==> config.mk <==
export PLATFORM = sky130hd
export DESIGN_NAME = rate_search_ctrl
export DESIGN_NICKNAME = d
export VERILOG_FILES = /design/src/rtl/rate_search_pkg.sv /design/src/rtl/rate_sync.sv /design/src/rtl/rate_meas_dp.sv /design/src/rtl/rate_search_fsm.sv /design/src/rtl/rate_search_ctrl.sv
export SDC_FILE = /design/constraint.sdc
export NUM_CORES = 1
export LEC_CHECK = 0
export CAP_MARGIN = 20
export CORE_UTILIZATION = 65
export DETAILED_ROUTE_END_ITERATION = 16
export PLACE_DENSITY = 0.83
export SLEW_MARGIN = 5
export SYNTH_ARGS = -nofsm -noshare
export SYNTH_HDL_FRONTEND = slang
export SYNTH_SLANG_ARGS = --single-unit
==> constraint.sdc <==
create_clock -name clk -period 8.6 [get_ports clk]
set_input_delay 0.86 -clock clk [delete_from_list [all_inputs] [get_ports clk]]
set_output_delay 0.86 -clock clk [all_outputs]
set_load 0.01 [all_outputs]
==> src/rtl/rate_search_pkg.sv <==
package rate_search_pkg;
  typedef logic [2:0] rate_t;

  localparam rate_t RATE_143 = 3'd0;
  localparam rate_t RATE_177 = 3'd1;
  localparam rate_t RATE_270 = 3'd2;
  localparam rate_t RATE_HD  = 3'd5;
  localparam int unsigned NUM_RATES = 6;

  // Strobes from control to datapath
  typedef struct packed {
    logic restart;   // clear window, count and dwell
    logic dwellEn;   // dwell timer runs while searching
  } ctrl_t;

  // Status from datapath to control
  typedef struct packed {
    logic winDone;
    logic inTol;
    logic dwellDone;
  } stat_t;

  function automatic int unsigned rateMbps(rate_t c);
    case (c)
      3'd0:    return 143;
      3'd1:    return 177;
      3'd2:    return 270;
      3'd3:    return 360;
      3'd4:    return 540;
      3'd5:    return 1485;
      default: return 143;
    endcase
  endfunction
endpackage

==> src/rtl/rate_sync.sv <==
module rate_sync #(
  parameter int W = 1
) (
  input  logic         clk,
  input  logic         rstN,
  input  logic [W-1:0] din,
  output logic [W-1:0] dout
);
  logic [W-1:0] stage1;

  always_ff @(posedge clk or negedge rstN) begin
    if (!rstN) begin
      stage1 <= '0;
      dout   <= '0;
    end else begin
      stage1 <= din;
      dout   <= stage1;
    end
  end
endmodule

==> src/rtl/rate_meas_dp.sv <==
module rate_meas_dp
  import rate_search_pkg::*;
#(
  parameter int WIN_LOG2     = 11,
  parameter int DWELL_CYCLES = 2200
) (
  input  logic  clk,
  input  logic  rstN,
  input  ctrl_t ctrl,
  input  rate_t curRate,
  input  logic  recToggleS,
  output stat_t stat
);
  localparam int CW = WIN_LOG2 + 1;
  localparam int DW = $clog2(DWELL_CYCLES + 1);
  localparam logic [DW-1:0] DWELL_LAST = DW'(DWELL_CYCLES - 1);

  logic            togPrev;
  logic            tick;
  logic [WIN_LOG2-1:0] winCnt;
  logic [CW-1:0]   edgeCnt;
  logic [CW-1:0]   countNow;
  logic [DW-1:0]   dwellCnt;
  logic [31:0]     expCnt;
  logic [31:0]     scaled;

  assign tick     = recToggleS ^ togPrev;
  assign countNow = edgeCnt + CW'(tick);
  assign expCnt   = (32'(rateMbps(curRate)) << WIN_LOG2) >> 11;
  assign scaled   = 32'(countNow) * 32'd50;

  assign stat.winDone   = &winCnt;
  assign stat.inTol     = (scaled >= expCnt * 32'd49) && (scaled <= expCnt * 32'd51);
  assign stat.dwellDone = (dwellCnt == DWELL_LAST);

  always_ff @(posedge clk or negedge rstN) begin
    if (!rstN) begin
      togPrev  <= 1'b0;
      winCnt   <= '0;
      edgeCnt  <= '0;
      dwellCnt <= '0;
    end else begin
      togPrev <= recToggleS;
      if (ctrl.restart) begin
        winCnt   <= '0;
        edgeCnt  <= '0;
        dwellCnt <= '0;
      end else begin
        winCnt  <= winCnt + 1'b1;
        edgeCnt <= stat.winDone ? '0 : countNow;
        if (ctrl.dwellEn && !stat.dwellDone) dwellCnt <= dwellCnt + 1'b1;
      end
    end
  end
endmodule

==> src/rtl/rate_search_fsm.sv <==
module rate_search_fsm
  import rate_search_pkg::*;
(
  input  logic  clk,
  input  logic  rstN,
  input  logic  autoS,
  input  logic  skipS,
  input  rate_t manualS,
  input  stat_t stat,
  output ctrl_t ctrl,
  output rate_t curRate,
  output logic  locked,
  output rate_t lastLocked
);
  logic  autoPrev;
  logic  manualValid;
  rate_t manualMapped;
  rate_t nextRate;
  logic  lockAllowed;
  logic  goodWin;
  logic  badWin;
  rate_t curN;
  rate_t lastN;
  logic  lockedN;
  logic  restartN;

  assign manualValid  = manualS < rate_t'(NUM_RATES);
  assign manualMapped = manualValid ? manualS : RATE_143;

  always_comb begin
    nextRate = (curRate == RATE_HD) ? RATE_143 : curRate + 3'd1;
    if (nextRate == RATE_177 && skipS) nextRate = RATE_270;
  end

  assign lockAllowed = autoS ? !(skipS && curRate == RATE_177) : manualValid;
  assign goodWin     = stat.winDone && stat.inTol && lockAllowed;
  assign badWin      = stat.winDone && !stat.inTol;

  always_comb begin
    curN     = curRate;
    lastN    = lastLocked;
    lockedN  = locked;
    restartN = 1'b0;
    if (autoS != autoPrev) begin
      lockedN  = 1'b0;
      restartN = 1'b1;
    end else if (!autoS && manualMapped != curRate) begin
      curN     = manualMapped;
      lockedN  = 1'b0;
      restartN = 1'b1;
    end else if (autoS && skipS && curRate == RATE_177) begin
      curN     = nextRate;
      lockedN  = 1'b0;
      restartN = 1'b1;
    end else if (locked) begin
      if (badWin || !lockAllowed) begin
        lockedN  = 1'b0;
        restartN = 1'b1;
      end
    end else if (goodWin) begin
      lockedN = 1'b1;
      lastN   = curRate;
    end else if (autoS && stat.dwellDone) begin
      curN     = nextRate;
      restartN = 1'b1;
    end
  end

  assign ctrl.restart = restartN;
  assign ctrl.dwellEn = !locked;

  always_ff @(posedge clk or negedge rstN) begin
    if (!rstN) begin
      autoPrev   <= 1'b0;
      curRate    <= RATE_143;
      lastLocked <= RATE_143;
      locked     <= 1'b0;
    end else begin
      autoPrev   <= autoS;
      curRate    <= curN;
      lastLocked <= lastN;
      locked     <= lockedN;
    end
  end
endmodule

==> src/rtl/rate_search_ctrl.sv <==
module rate_search_ctrl
  import rate_search_pkg::*;
#(
  parameter int WIN_LOG2     = 11,
  parameter int DWELL_CYCLES = 2200
) (
  input  logic       clk,
  input  logic       rstN,
  input  logic       autoMode,
  input  logic       skip177,
  input  logic [2:0] manualRate,
  input  logic       recToggle,
  output logic [2:0] rateCode,
  output logic       rateCodeOe,
  output logic       lockDet,
  output logic       sdHd
);
  logic  autoS;
  logic  skipS;
  rate_t manualS;
  logic  recToggleS;
  ctrl_t ctrl;
  stat_t stat;
  rate_t curRate;
  rate_t lastLocked;
  logic  locked;

  rate_sync #(.W(6)) u_sync (
    .clk (clk),
    .rstN(rstN),
    .din ({autoMode, skip177, manualRate, recToggle}),
    .dout({autoS, skipS, manualS, recToggleS})
  );

  rate_meas_dp #(.WIN_LOG2(WIN_LOG2), .DWELL_CYCLES(DWELL_CYCLES)) u_dp (
    .clk       (clk),
    .rstN      (rstN),
    .ctrl      (ctrl),
    .curRate   (curRate),
    .recToggleS(recToggleS),
    .stat      (stat)
  );

  rate_search_fsm u_fsm (
    .clk       (clk),
    .rstN      (rstN),
    .autoS     (autoS),
    .skipS     (skipS),
    .manualS   (manualS),
    .stat      (stat),
    .ctrl      (ctrl),
    .curRate   (curRate),
    .locked    (locked),
    .lastLocked(lastLocked)
  );

  assign rateCode   = lastLocked;
  assign rateCodeOe = autoS;
  assign lockDet    = locked;
  assign sdHd       = (curRate != RATE_HD);
endmodule

==> impl_results.md <==
* Count of port buffers added during placement at 13
* Clock edge transition at the registers on the reported setup and hold paths at 0.10 ns
* Flip-flop cell with the highest count after synthesis: sky130_fd_sc_hd__dfrtp_1
* Critical Path Stages at 24
* Crit path launch type: flip-flop
* Post-synthesis share of cell area spent on and, or, nand and nor gates at 14.7%
* Status: finished, final reports clean
* GPL Wtd Cong at just over 0.9
* Fraction of layout instances using a drive strength above 1 at under 10%
* Adder and majority gate portion of the synthesized area at between 30% and 40%
* Via count of the first global-routing pass at 4,965
* Syn_nets at 854
* Synth Area in XOR/XNOR at 9.19%
* Critical R2R Launch: u_fsm.curRate[2]
* Cell area after placement at around 6800 um2
* Fmax at between 0.1 and 0.15 GHz
* Arrival time of the worst setup path at 8.16 ns
* Final HPWL from detailed placement at 11,800 um
* Worst path buffer plus inverter count at 3
* Relative area change from synthesis to final layout at 5.24%
* CP cell instances: inv_1, nor2_1, inv_1, ha_1, nor2b_1, a21oi_1, nor2_1, ha_1, fa_1, fa_1, ha_1, or3_1, o2111ai_1, nand3b_1, a31oi_1, xor2_1, ha_1, a21oi_1, and2b_2, a2111oi_4, a21oi_2, or3_1, buf_16, a221oi_2
* Antenna-violating nets left at 0
* Wire length of the first global-routing pass at ~23,000 um
* Clock tree root buffer cell: sky130_fd_sc_hd__clkbuf_8
* Level count of the clock H-tree at 2
* Diode count at 0
* Number of iterations in the first detailed-routing pass at 5
* Total number of vias at 5,069
* Total length of routed wires at 14,500 um
* Req. time, crit path at 8.83 ns
* Iteration-0 DRC count of the detailed router at 282
* Combinational family with the most area after synthesis: adder cells
* Fraction of registers with async set/reset at 100%
* Setup repair after global routing missed its margin: no
* Synthesized netlist cell count at 700
* Synthesized cell area at 6570 um2
* Setup TNS at 0 ns
* Layout filler cell count at 772
* Worst hold path startpoint: u_sync.stage1[2]
* Worst Tran Pin Value at 0.858 ns
* Flip-flop and latch count after synthesis at 56
* Proportion of synthesized area in mux cells at 0.990%
* Clk Latency, worst-skew pair at between 0.3 and 0.4 ns
* Crit path kind: reg -> reg
* Antenna violations before repair at 0
* Synthesized area divided by synthesized cell count at roughly 9.4 um2
* Worst Hold Path EP: u_sync.dout[2]
* Highest-count cells in the layout ignoring fill and taps: 124 x sky130_fd_sc_hd__ha_1, 78 x sky130_fd_sc_hd__inv_1, 56 x sky130_fd_sc_hd__dfrtp_1, 39 x sky130_fd_sc_hd__xnor2_1, 35 x sky130_fd_sc_hd__nand2_1
* Buffers inserted by post-CTS timing repair at 0
* Layout Nets at 859
* Total of cells resized after clock tree synthesis at 0
* Post-Route Utilization at 70.8%
* Clock Path Buffers at 2
* Combined area of the multi-input logic cells at 4750 um2
* Largest fanout on the critical path at 18
* Count of warnings emitted by yosys at 0
* Max-slew headroom at the worst pin at approximately 43%
* Boundary Pins at 14
* Std-Cell Rows at 36
* Slowest CP cell: sky130_fd_sc_hd__nor2_1
* Critical R2R Capture: u_dp.dwellCnt[1]
* Area of all sequential standard cells at 1400 um2
* Number of sinks on the clock net at 56
* Depth of the worst hold-timing path at 0
* Number of buffers inserted during clock tree synthesis at 5
* Period minus WS final at 7.93 ns
* Detail-routed via count per cell at about 6.0
* Most frequent cell on the critical path: sky130_fd_sc_hd__ha_1
* EDFF count, synth at 0
* Synthesized-area fraction occupied by ao, oa, aoi and oai cells at 17.1%
* Post-layout instance area at 6920 um2
* Seq/Total Area, Yosys at 21.3%
* Cts hold-fix bufs at 0
* GRT Resource Usage Total at 29.1%
* Starting density of the core at approximately 67%
* Number of library cell types mapped by synthesis at between 70 and 80
* Die width at 103 um
* Number of remaining DRC errors at 0
* Die span in y at 103 um
* Worst-case clock skew at roughly 0.0093 ns
* Total of max-cap violations at 0
* Count of placed standard cells including taps at 830
* Setup-failing EPs final at 0
* Crit end category: flip-flop
* Biggest cell delay along the critical path at 0.69 ns
* Number of max-slew violations in the final report at 0
* Largest net degree at the start of global routing at between 50 and 60
* Depth of the most critical reg-to-reg path at 24
* Number of standard cells in the final layout excluding fillers at between 800 and 900
* Clock tree from TritonCTS: yes
* Final cycle utilization of the critical path at 92.3%
* Final number of hold-violating endpoints at 0
* Placeable core region at approximately 9800 um2
* Routed wire length per instance at 17.3 um
* Total die area at 10,500 um2
* Total congestion overflow after global routing at 0
* Worst min-delay path class: reg -> reg
* Setup slack of the worst register-to-register path at 0.67 ns
* CP top delay family: simple AND/OR/NAND/NOR gates
* Most common cell after layout, fill and taps aside: sky130_fd_sc_hd__ha_1
==> cells in the mapped netlist (3+ instances only) <==
library cell | n | area, um2
sky130_fd_sc_hd__clkbuf_1 | 10 | 37.5
sky130_fd_sc_hd__nand4_1 | 9 | 56.3
sky130_fd_sc_hd__mux2_2 | 4 | 45.0
sky130_fd_sc_hd__a31oi_1 | 5 | 31.3
sky130_fd_sc_hd__o21ai_1 | 3 | 15.0
sky130_fd_sc_hd__nor2b_1 | 7 | 43.8
sky130_fd_sc_hd__dfrtp_1 | 56 | 1400
sky130_fd_sc_hd__xor2_1 | 30 | 263
sky130_fd_sc_hd__inv_1 | 78 | 293
sky130_fd_sc_hd__ha_1 | 124 | 1550
sky130_fd_sc_hd__a211oi_1 | 5 | 37.5
sky130_fd_sc_hd__a21o_1 | 14 | 105
sky130_fd_sc_hd__or3_1 | 8 | 50.1
sky130_fd_sc_hd__o211ai_1 | 3 | 22.5
sky130_fd_sc_hd__nand3_1 | 17 | 85.1
sky130_fd_sc_hd__fa_1 | 22 | 440
sky130_fd_sc_hd__a211oi_2 | 20 | 250
sky130_fd_sc_hd__o21a_1 | 8 | 60.1
sky130_fd_sc_hd__a21oi_1 | 30 | 150
sky130_fd_sc_hd__nor3b_1 | 8 | 60.1
sky130_fd_sc_hd__o21ai_0 | 22 | 110
sky130_fd_sc_hd__nand2b_1 | 9 | 56.3
sky130_fd_sc_hd__nand2_1 | 35 | 131
sky130_fd_sc_hd__buf_2 | 6 | 30.0
sky130_fd_sc_hd__and2_1 | 8 | 50.1
sky130_fd_sc_hd__xnor2_1 | 39 | 342
sky130_fd_sc_hd__and4_1 | 4 | 35.0
sky130_fd_sc_hd__nand3b_1 | 3 | 22.5
sky130_fd_sc_hd__and3_1 | 8 | 50.1
sky130_fd_sc_hd__nor2_1 | 33 | 124
sky130_fd_sc_hd__nor3_1 | 17 | 85.1
==> flip-flops by register name (all words and copies together), names as in the netlist <==
| signal | cells |
|---|---|
| u_dp.edgeCnt | 12 |
| u_fsm.curRate | 3 |
| u_fsm.autoPrev | 1 |
| u_dp.winCnt | 11 |
| u_sync.dout | 6 |
| u_dp.togPrev | 1 |
| u_dp.dwellCnt | 12 |
| u_fsm.lastLocked | 3 |
| u_sync.stage1 | 6 |
| u_fsm.locked | 1 |
==> kinds of logic after synthesis <==
family          Yosys count
mux                       6
flops                    56
fa+ha+maj               146
xor+xnor                 69
compound gates          145
buf+inv                  99
simple gates            179
==> cell type report <==
class / instances / share of cell area [%]
sequential: 56 / 20.3
tap: 133 / 2.41
inverter: 78 / 4.23
clock buffer: 6 / 1.05
timing repair buffer: 19 / 2.75
clock inverter: 2 / 0.561
multi-input combinational: 545 / 68.7
==> metal layers <==
metal	vias to the layer above	share of wire (%)	global-route usage (%)
li1	2493	-	-
met1	2433	44	37.4
met2	125	50	50.6
met3	18	4.9	5.02
met4	0	1.6	8.02
met5	-	0	0
==> how the worst max path moves through the flow <==
stage | from | to | slack, ns
after global placement | u_fsm.curRate[2] | u_dp.dwellCnt[1] | 0.66
after global routing | u_fsm.curRate[2] | u_dp.dwellCnt[1] | 0.19
final | u_fsm.curRate[2] | u_dp.dwellCnt[1] | 0.67
after detailed placement | u_fsm.curRate[2] | u_dp.dwellCnt[7] | 0.56
after floorplan | u_fsm.curRate[1] | u_dp.dwellCnt[0] | 1.82
after CTS | u_fsm.curRate[2] | u_dp.winCnt[5] | 0.51
==> per-stage QoR <==
step,hold WS [ns],worst slack [ns]
finish,0.359,0.666
global route,0.366,0.189
CTS,0.364,0.512
detailed placement,0.340,0.561
global placement,0.335,0.656
floorplan,0.331,1.82
Power is not shown: default switching activity piles up to over one toggle a cycle in this logic, so the estimate is an artifact.
